<file path="config.mk">
export PLATFORM = sky130hd
export DESIGN_NAME = pt_walker
export DESIGN_NICKNAME = d
export VERILOG_FILES = /design/src/rtl/ptw_pkg.sv /design/src/rtl/ptw_index_sel.sv /design/src/rtl/ptw_entry_classify.sv /design/src/rtl/ptw_leaf_form.sv /design/src/rtl/pt_walker.sv
export SDC_FILE = /design/constraint.sdc
export NUM_CORES = 1
export LEC_CHECK = 0
export ABC_CLOCK_PERIOD_IN_PS = 4400
export BUFFER_PORTS_ARGS = -buffer_cell sky130_fd_sc_hd__buf_2
export CORE_ASPECT_RATIO = 2
export CORE_MARGIN = 2
export CORE_UTILIZATION = 50
export CTS_CLUSTER_SIZE = 16
export DETAILED_ROUTE_END_ITERATION = 16
export PLACE_DENSITY = 0.84
export SYNTH_ARGS = -nofsm -noshare
export SYNTH_HDL_FRONTEND = slang
export SYNTH_SLANG_ARGS = --single-unit
</file>
<file path="constraint.sdc">
create_clock -name clk -period 4.4 [get_ports clk]
set_input_delay 0.88 -clock clk [delete_from_list [all_inputs] [get_ports clk]]
set_output_delay 0.88 -clock clk [all_outputs]
set_load 0.02 [all_outputs]
</file>
<file path="src/rtl/ptw_pkg.sv">
package ptw_pkg;

    localparam int VA_W      = 64;
    localparam int PA_W      = 52;
    localparam int ENT_W     = 64;
    localparam int IDX_W     = 9;
    localparam int OFF_W     = 12;
    localparam int MAX_LVL   = 5;
    localparam int LVL_W     = $clog2(MAX_LVL + 1);
    localparam int FRAME_W   = PA_W - OFF_W;
    localparam int PRES_BIT  = 0;
    localparam int LEAF_BIT  = 7;

    typedef logic [LVL_W-1:0]   lvl_t;
    typedef logic [FRAME_W-1:0] frame_t;

    typedef enum logic [1:0] {
        PG_4K   = 2'd0,
        PG_2M   = 2'd1,
        PG_1G   = 2'd2,
        PG_512G = 2'd3
    } pg_size_e;

    typedef enum logic [1:0] {
        ENT_NEXT  = 2'd0,
        ENT_LEAF  = 2'd1,
        ENT_FAULT = 2'd2
    } ent_kind_e;

    typedef enum logic [1:0] {
        W_IDLE = 2'd0,
        W_READ = 2'd1,
        W_WAIT = 2'd2,
        W_DONE = 2'd3
    } walk_state_e;

    typedef struct packed {
        logic            fault;
        pg_size_e        size;
        logic [PA_W-1:0] paddr;
    } walk_res_t;

    function automatic lvl_t start_level(input logic five);
        return five ? lvl_t'(5) : lvl_t'(4);
    endfunction

    function automatic frame_t entry_frame(input logic [ENT_W-1:0] e);
        return e[PA_W-1:OFF_W];
    endfunction

endpackage

</file>
<file path="src/rtl/ptw_index_sel.sv">
module ptw_index_sel
    import ptw_pkg::*;
#(
    parameter int P_VA_W   = VA_W,
    parameter int P_PA_W   = PA_W,
    parameter int P_IDX_W  = IDX_W,
    parameter int P_OFF_W  = OFF_W,
    parameter int P_LEVELS = MAX_LVL
) (
    input  logic [P_VA_W-1:0]          vaddr_i,
    input  lvl_t                       lvl_i,
    input  logic [P_PA_W-P_OFF_W-1:0]  base_i,
    output logic [P_PA_W-1:0]          addr_o
);
    localparam int ESH = P_OFF_W - P_IDX_W;

    logic [P_IDX_W-1:0] idx_by_lvl [P_LEVELS];
    logic [P_IDX_W-1:0] idx_sel;

    for (genvar g = 0; g < P_LEVELS; g++) begin : g_idx
        assign idx_by_lvl[g] = vaddr_i[P_OFF_W + P_IDX_W*g +: P_IDX_W];
    end

    always_comb begin
        idx_sel = '0;
        for (int k = 0; k < P_LEVELS; k++) begin
            if (lvl_i == lvl_t'(k + 1)) idx_sel = idx_by_lvl[k];
        end
    end

    assign addr_o = {base_i, idx_sel, {ESH{1'b0}}};

endmodule

</file>
<file path="src/rtl/ptw_entry_classify.sv">
module ptw_entry_classify
    import ptw_pkg::*;
#(
    parameter int P_ENT_W = ENT_W
) (
    input  logic [P_ENT_W-1:0] entry_i,
    input  lvl_t               lvl_i,
    input  lvl_t               top_i,
    output ent_kind_e          kind_o,
    output pg_size_e           size_o
);
    logic present, huge;

    assign present = entry_i[PRES_BIT];
    assign huge    = entry_i[LEAF_BIT];

    always_comb begin
        if (!present)
            kind_o = ENT_FAULT;
        else if (lvl_i == lvl_t'(1))
            kind_o = ENT_LEAF;      // last table: large flag ignored
        else if (huge && lvl_i == top_i)
            kind_o = ENT_FAULT;     // large flag at root is illegal
        else if (huge)
            kind_o = ENT_LEAF;
        else
            kind_o = ENT_NEXT;
    end

    assign size_o = pg_size_e'(2'(lvl_i - lvl_t'(1)));

    always_comb begin
        if (kind_o == ENT_LEAF)
            assert_leaf_level_R9: assert (lvl_i >= lvl_t'(1) && lvl_i <= lvl_t'(MAX_LVL - 1));
    end

endmodule

</file>
<file path="src/rtl/ptw_leaf_form.sv">
module ptw_leaf_form
    import ptw_pkg::*;
#(
    parameter int P_VA_W   = VA_W,
    parameter int P_PA_W   = PA_W,
    parameter int P_IDX_W  = IDX_W,
    parameter int P_OFF_W  = OFF_W,
    parameter int P_LEVELS = MAX_LVL - 1
) (
    input  logic [P_VA_W-1:0]          vaddr_i,
    input  logic [P_PA_W-P_OFF_W-1:0]  frame_i,
    input  lvl_t                       lvl_i,
    output logic [P_PA_W-1:0]          paddr_o
);
    logic [P_PA_W-1:0] full_frame;
    logic [P_PA_W-1:0] cand [P_LEVELS];

    assign full_frame = {frame_i, {P_OFF_W{1'b0}}};

    for (genvar g = 0; g < P_LEVELS; g++) begin : g_size
        localparam int SH = P_OFF_W + P_IDX_W*g;
        localparam logic [P_PA_W-1:0] LOW = (P_PA_W'(1) << SH) - P_PA_W'(1);
        assign cand[g] = (full_frame & ~LOW) | (vaddr_i[P_PA_W-1:0] & LOW);
    end

    always_comb begin
        paddr_o = '0;
        for (int k = 0; k < P_LEVELS; k++) begin
            if (lvl_i == lvl_t'(k + 1)) paddr_o = cand[k];
        end
    end

endmodule

</file>
<file path="src/rtl/pt_walker.sv">
module pt_walker
    import ptw_pkg::*;
(
    input  logic              clk,
    input  logic              rst,
    input  logic              req_valid,
    output logic              req_ready,
    input  logic [VA_W-1:0]   req_vaddr,
    input  logic [PA_W-1:0]   req_root,
    input  logic              req_five,
    output logic              mem_rd_valid,
    input  logic              mem_rd_ready,
    output logic [PA_W-1:0]   mem_rd_addr,
    input  logic              mem_rsp_valid,
    input  logic [ENT_W-1:0]  mem_rsp_data,
    output logic              res_valid,
    input  logic              res_ack,
    output logic              res_fault,
    output logic [PA_W-1:0]   res_paddr,
    output logic [1:0]        res_size
);
    walk_state_e      state_q;
    logic [VA_W-1:0]  va_q;
    lvl_t             lvl_q, top_q;
    frame_t           base_q;
    walk_res_t        res_q;

    ent_kind_e        kind;
    pg_size_e         leaf_size;
    logic [PA_W-1:0]  leaf_paddr;
    logic [PA_W-1:0]  entry_addr;

    ptw_index_sel u_idx (
        .vaddr_i (va_q),
        .lvl_i   (lvl_q),
        .base_i  (base_q),
        .addr_o  (entry_addr)
    );

    ptw_entry_classify u_cls (
        .entry_i (mem_rsp_data),
        .lvl_i   (lvl_q),
        .top_i   (top_q),
        .kind_o  (kind),
        .size_o  (leaf_size)
    );

    ptw_leaf_form u_leaf (
        .vaddr_i (va_q),
        .frame_i (entry_frame(mem_rsp_data)),
        .lvl_i   (lvl_q),
        .paddr_o (leaf_paddr)
    );

    always_ff @(posedge clk) begin
        if (rst) begin
            state_q <= W_IDLE;
            va_q    <= '0;
            lvl_q   <= '0;
            top_q   <= '0;
            base_q  <= '0;
            res_q   <= '0;
        end else begin
            unique case (state_q)
                W_IDLE: if (req_valid) begin
                    va_q    <= req_vaddr;
                    lvl_q   <= start_level(req_five);
                    top_q   <= start_level(req_five);
                    base_q  <= req_root[PA_W-1:OFF_W];
                    state_q <= W_READ;
                end
                W_READ: if (mem_rd_ready) state_q <= W_WAIT;
                W_WAIT: if (mem_rsp_valid) begin
                    unique case (kind)
                        ENT_FAULT: begin
                            res_q   <= '{fault: 1'b1, size: PG_4K, paddr: '0};
                            state_q <= W_DONE;
                        end
                        ENT_LEAF: begin
                            res_q   <= '{fault: 1'b0, size: leaf_size, paddr: leaf_paddr};
                            state_q <= W_DONE;
                        end
                        default: begin
                            base_q  <= entry_frame(mem_rsp_data);
                            lvl_q   <= lvl_q - lvl_t'(1);
                            state_q <= W_READ;
                        end
                    endcase
                end
                W_DONE: if (res_ack) state_q <= W_IDLE;
                default: state_q <= W_IDLE;
            endcase
        end
    end

    assign req_ready    = (state_q == W_IDLE);
    assign mem_rd_valid = (state_q == W_READ);
    assign mem_rd_addr  = entry_addr;
    assign res_valid    = (state_q == W_DONE);
    assign res_fault    = res_q.fault;
    assign res_paddr    = res_q.paddr;
    assign res_size     = res_q.size;

    assert_idle_only_R1: assert property (@(posedge clk) disable iff (rst)
        req_ready |-> (!res_valid && !mem_rd_valid));

    assert_rd_hold_R2: assert property (@(posedge clk) disable iff (rst)
        (mem_rd_valid && !mem_rd_ready) |=> (mem_rd_valid && $stable(mem_rd_addr)));

    assert_one_read_R2: assert property (@(posedge clk) disable iff (rst)
        (mem_rd_valid && mem_rd_ready) |=> !mem_rd_valid);

    assert_res_hold_R11: assert property (@(posedge clk) disable iff (rst)
        (res_valid && !res_ack) |=> (res_valid && $stable(res_paddr)
                                     && $stable(res_fault) && $stable(res_size)));

    assert_fault_zero_R11: assert property (@(posedge clk) disable iff (rst)
        (res_valid && res_fault) |-> (res_paddr == '0 && res_size == 2'd0));

    assert_offset_pass_R10: assert property (@(posedge clk) disable iff (rst)
        (res_valid && !res_fault) |-> (res_paddr[OFF_W-1:0] == va_q[OFF_W-1:0]));

endmodule

</file>
* After elaboration in Yosys (flattened, before gate mapping)
Cells that the tools add are included.
W data, S select, Z words.
** Cells by class
- Shift-type cells :: 0
- Equal/unequal tests :: 16
- Reduce and logical (&&, ||, !) cells :: 9
- Bitwise operators :: 4
- Multipliers :: 0
- Add/subtract/negate cells :: 1
- Divide/modulo/power cells :: 0
- $lt $le $gt $ge :: 0
- Muxes and demuxes :: 29
** Operators by type and width (number)
- $mux W52 :: 4
- $mux W40 :: 3
- $pmux W55 S2 :: 1
- $pmux W40 S2 :: 1
- $or A52 B12 Y52 :: 1
- $or A52 B21 Y52 :: 1
- $or A52 B30 Y52 :: 1
- $or A52 B39 Y52 :: 1
- $mux W9 :: 5
- $mux W2 :: 8
- $mux W3 :: 3
- $pmux W2 S4 :: 1
- $reduce_and A4 Y1 :: 2
- $eq A2 B2 Y1 const B :: 3
- $eq A3 B2 Y1 const B :: 2
- $eq A3 B3 Y1 const B :: 2
- $ne A2 B2 Y1 const B :: 3
- $pmux W3 S2 :: 1
- $eq A2 B1 Y1 const B :: 2
- $ne A2 B1 Y1 const B :: 2
- $reduce_bool A2 Y1 :: 2
- $eq A3 B1 Y1 const B :: 1
- $eq A3 B3 Y1 :: 1
- $reduce_and A3 Y1 :: 1
- 6 further kinds :: 7
** Word-level totals
- Input bits :: 187
- Bits in registers :: 160
- Memories kept :: 0
- Bits in read-only memories :: 0
- Memory bits (writable) :: 0
- Latch bits :: 0

* Longest topological paths before layout
- Word-level depth :: 10
- Depth in mapped cells :: 13
- Mapped depth without buffers :: 9

* Hierarchy
A second synthesis with hierarchy kept.
** Second synthesis, totals
- Cells, all modules :: 1013
- Area total of the unflattened synthesis :: 8385.5 um^2
** By module, submodules not included
- pt_walker :: cells an instance 752, area an instance 6419.9 um^2, times used 1
- ptw_leaf_form :: cells an instance 150, area an instance 1089.8 um^2, times used 1
- ptw_index_sel :: cells an instance 97, area an instance 784.5 um^2, times used 1
- ptw_entry_classify :: cells an instance 14, area an instance 91.3 um^2, times used 1

* Worst setup path before layout
OpenSTA, ideal clock, no wires.
- Path kind :: reg-to-reg
- Start point :: register lvl_q[2]
- End point :: register res_q, in the netlist res_paddr[30]
- Clock period less this slack :: 2824 ps
- Stages on the path, launching flop included :: 14
- Slack :: 1576 ps
- Buffers on the path :: 5
- Arrival time :: 2757 ps
- Library setup time :: 67 ps
- Cell sequence :: dfxtp_1 -> buf_2 -> buf_1 -> xor2_1 -> nor3_1 -> a31oi_1 -> ha_1 -> and4bb_1 -> buf_4 -> nand3b_4 -> buf_6 -> or3_1 -> buf_6 -> o21ai_2
** Between the ends
- Word-level cells in the longest chain between the ends :: 8
- Elaborated cells between the ends (all ways) :: 18
- Classes of those cells :: eq/ne (7); mux (8); reduce/logical (3)
** Ends and longest elaborated chain
- start, declared :: line pt_walker.sv:24 : lvl_t lvl_q, top_q;
- start signal, assigned :: line pt_walker.sv:67 : lvl_q <= start_level(req_five);
- start signal, assigned :: line pt_walker.sv:85 : lvl_q <= lvl_q - lvl_t'(1);
- $eq A3 B3 Y1 :: line ptw_entry_classify.sv:22 : else if (huge && lvl_i == top_i)
- $logic_and A1 B1 Y1 :: line ptw_entry_classify.sv:22
- $mux W2 :: line ptw_entry_classify.sv:22
- $mux W2 :: line ptw_entry_classify.sv:20 : else if (lvl_i == lvl_t'(1))
- $mux W2 :: line ptw_entry_classify.sv:18 : if (!present)
- $eq A2 B2 Y1 / $eq A2 B1 Y1 (equally long branches)
- $reduce_bool A2 Y1 (no line)
- $reduce_and A3 Y1 (no line)
- end signal, assigned :: line pt_walker.sv:76 : res_q <= '{fault: 1'b1, size: PG_4K, paddr: '0};
- end signal, assigned :: line pt_walker.sv:80 : res_q <= '{fault: 1'b0, size: leaf_size, paddr: leaf_paddr};
- end, declared :: line pt_walker.sv:26 : walk_res_t res_q;
Several ways; a longest one is shown, not always the timed one.
A chain may end at the register's enable or synchronous reset.

* Worst setup path after layout
- Start point :: register lvl_q[0]
- End point :: register res_q, in the netlist res_paddr[33]
Same word-level chain as after synthesis.

==> run_results.csv <==
group,metric,value,unit
timing,final_max_slew_viol_count,0,
cells_and_area,final_common_cell,"buf_2",
clock_tree,cts_made_buffers,17,
synthesis,syn_avg_cell_area,8.785,um2
clock_tree,clk_latency,0.42,ns
place,portBuffers,252,
cells_and_area,syn_to_final_growth,27.28,%
cells_and_area,antenna_cells,0,
synthesis,synth.yosys.seq_area_share,47.37,%
synthesis,synthCells,765,
cells_and_area,drive_gt1_share,31.28,%
floorplan,core_area,13290,um2
hold_path,hold_depth,2,
timing,worst_pin_slew,1.229,ns
floorplan,std_cell_rows,60,
hold_path,hold_start,"res_paddr[24]$_SDFFE_PP0P_",
hold_path,hold_end,"res_paddr[24]$_SDFFE_PP0P_",
worst_setup_path,critPathMaxStageDelay,0.66,ns
detailed_routing,drc,0,
synthesis,yosysWarnings,0,
job,cap_violations,0,
timing,hold_violations,0,
timing,skew,0.01365,ns
worst_setup_path,worstSetupStartpointType,"flip-flop",
detailed_routing,drt_iter0_markers,258,
floorplan,io-pin-count,297,
timing,max_freq,281.7,MHz
hold_path,worst_hold_path_type,"reg2reg",
global_route,grt_max_degree,71,
worst_setup_path,timing.rr.start,"lvl_q[0]$_SDFFE_PP0P_",
outcome,outcome,"finished clean",
worst_setup_path,r2r_setup_slack,0.85,ns
floorplan,dieWidth,85.98,um
timing,min_period_over_period,80.69,%
global_route,grt_pass1_vias,6020,
detailed_routing,vias,6370,
clock_tree,clk_pin_slew,0.07,ns
clock_tree,cts_setup_buffers,0,
detailed_routing,first_pass_iters,5,
timing,relSlewSlack,18.06,%
detailed_routing,drtAntennaViolNets,0,
clock_tree,clk_path_buf_depth,2,
cells_and_area,layout.nets,1171,
cells_and_area,fillCellCount,1151,
worst_setup_path,required,4.75,ns
synthesis,synthSimpleGateAreaFrac,17.04,%
synthesis,synth_mux_area_share,7.894,%
synthesis,synthXorXnorAreaFrac,0.2607,%
worst_setup_path,endpoint_kind,"flip-flop",
global_route,grt_use_total,26.29,%
place,dp_hpwl,13600,um
timing,setup_viol,0,
worst_setup_path,path_max_fanout,20,
timing,rsz0062_at_grt,"no",
global_route,grt.overflow.total,0,
detailed_routing,avgRoutedWirePerCell,16.54,um
timing,min_period,3.550,ns
clock_tree,cts_tree,"built",
worst_setup_path,reg2reg_depth,8,
synthesis,synth_fa_ha_area_share,1.117,%
clock_tree,cts.sinks,159,
worst_setup_path,reg2reg_to,"res_paddr[33]$_SDFFE_PP0P_",
worst_setup_path,path_buf_inv,0,
power,ir_drop,258.5,uV
power,p_leak,3.802,nW
global_route,antenna_found_initial,0,
floorplan,dieArea,14440,um2
place,place_congestion,0.8595,
worst_setup_path,crit_arrival,3.90,ns
clock_tree,root_buffer,"clkbuf_16",
timing,finalSetupTns,0,ns
detailed_routing,via_per_inst,5.558,
worst_setup_path,cp_top_family,"simple AND/OR/NAND/NOR gates",
clock_tree,cts_hold_buf,0,
worst_setup_path,critPathKind,"reg2reg",
floorplan,die_h,168.0,um
global_route,grt_pass1_wl,30240,um
synthesis,synth_top_family_by_area,"compound AO/OA/AOI/OAI gates",
worst_setup_path,cp_common_cell,"ha_1",
detailed_routing,routed_wl,18960,um
clock_tree,cts.htree.levels,4,
worst_setup_path,worstPathCellList,"ha_1 > nand2b_1 > a31oi_1 > ha_1 > and4bb_1 > nand3b_4 > or3_1 > o21ai_2",
synthesis,synth_compound_area_share,21.34,%
synthesis,synth_area,6720,um2
worst_setup_path,slowest_stage,"or3_1",
synthesis,synth.distinct_cells,44,
synthesis,ys_ff_latch,159,
clock_tree,cts_resized,0,
floorplan,initial_utilization,50.57,%
cells_and_area,final_cell_mix,"251 x buf_2, 159 x dfxtp_1, 150 x nand2_1",
power,power_density,433.8,nW/um2
timing,whs,0.4503,ns
## sequential cells by signal, summed over array words and instances (netlist names)
signal,count
base_q,40
lvl_q,3
res_fault,1
res_paddr,52
res_size,2
state_q,2
top_q,2
va_q,57
## cell usage after synthesis, drive strengths merged
| master | count | area (um2) |
|---|---|---|
| a211oi | 41 | 307.8 |
| a21oi | 72 | 360.4 |
| a22o | 25 | 219.0 |
| a22oi | 10 | 75.07 |
| a311oi | 1 | 15.01 |
| a31o | 1 | 8.760 |
| a31oi | 11 | 68.82 |
| a32o | 7 | 70.07 |
| and2 | 2 | 12.51 |
| and3 | 9 | 56.30 |
| and4bb | 1 | 12.51 |
| buf | 29 | 177.7 |
| clkbuf | 37 | 138.9 |
| conb | 1 | 3.750 |
| dfxtp | 159 | 3183 |
| ha | 6 | 75.07 |
| inv | 4 | 15.01 |
| mux2i | 53 | 530.5 |
| nand2 | 152 | 573.1 |
| nand2b | 3 | 18.77 |
| nand3b | 3 | 35.03 |
| nand4 | 1 | 6.260 |
| nand4b | 1 | 8.760 |
| nor2 | 54 | 202.7 |
| nor2b | 15 | 93.84 |
| nor3 | 5 | 36.29 |
| nor3b | 2 | 20.02 |
| o21ai | 36 | 214.0 |
| o22a | 2 | 17.52 |
| o22ai | 1 | 6.260 |
| o2bb2ai | 7 | 61.31 |
| o311a | 1 | 10.01 |
| or2 | 2 | 12.51 |
| or3 | 9 | 56.30 |
| xor2 | 2 | 17.52 |
## cell families after synthesis
kind of cell / Yosys count
flops: 159
other cells: 1
mux: 53
simple gates: 259
compound gates: 215
buf+inv: 70
xor+xnor: 2
fa+ha+maj: 6
## per-stage QoR
| stage | util [%] | setup WS (ns) | power (W) | cell area [um2] | std cells |
|---|---|---|---|---|---|
| 6_report | 64.37 | 0.8496 | 0.003710 | 8553 | 1146 |
| 5_1_grt | 64.37 | 0.5796 | 0.003868 | 8553 | 1146 |
| 4_1_cts | 64.37 | 0.8772 | 0.003734 | 8553 | 1146 |
| 3_5_place_dp | 59.74 | 0.9270 | 0.002226 | 7938 | 1114 |
| 3_3_place_gp | 59.74 | 1.030 | 0.002209 | 7938 | 1114 |
| 2_1_floorplan | - | 1.576 | 0.002015 | 6728 | 767 |
## per-layer routing
metal | GRT usage, % | up-vias | share of wire (%) | wire [um]
met2 | 42.80 | 279 | 49 | 9225
met3 | 7.157 | 40 | 8.2 | 1562
met1 | 32.75 | 2923 | 40 | 7611
met4 | 10.14 | 0 | 2.9 | 556
met5 | 0 | - | 0 | 0
li1 | - | 3128 | - | -
## worst min-delay path, stage by stage (launching register included)
cell	delay, ns
dfxtp_1	0.32
nand2_1	0.04
o21ai_0	0.05
## how the worst max path moves through the flow
stage,end,cells after the start,slack [ns],start
2_1_floorplan,res_paddr[30]$_SDFFE_PP0P_,13,1.58,lvl_q[2]$_SDFFE_PP0P_
3_3_place_gp,res_paddr[34]$_SDFFE_PP0P_,8,1.03,lvl_q[0]$_SDFFE_PP0P_
3_5_place_dp,res_paddr[36]$_SDFFE_PP0P_,8,0.93,lvl_q[0]$_SDFFE_PP0P_
4_1_cts,mem_rd_addr[3],6,0.88,lvl_q[0]$_SDFFE_PP0P_
5_1_grt,res_paddr[33]$_SDFFE_PP0P_,8,0.58,lvl_q[0]$_SDFFE_PP0P_
6_report,res_paddr[33]$_SDFFE_PP0P_,8,0.85,lvl_q[0]$_SDFFE_PP0P_
## area by class of cell
type                    count  area [um2]  area share [%]
multi-input cells         538        3237           37.84
flip-flops and latches    159        3183           37.21
repair buffers            258        1309           15.30
clock buffers              19       452.9           5.295
well taps                 155       193.9           2.267
clock inverters            13       162.7           1.902
inverters                   4       15.01          0.1755
## power breakdown
group	total, W	internal, W	leakage, nW	switching [W]
sequential	0.00159	0.00152	1.30	0.0000604
clock	0.00151	0.000889	0.301	0.000623
combinational	0.000614	0.000231	2.20	0.000383
No activity file was read; power rests on OpenSTA's default activity.
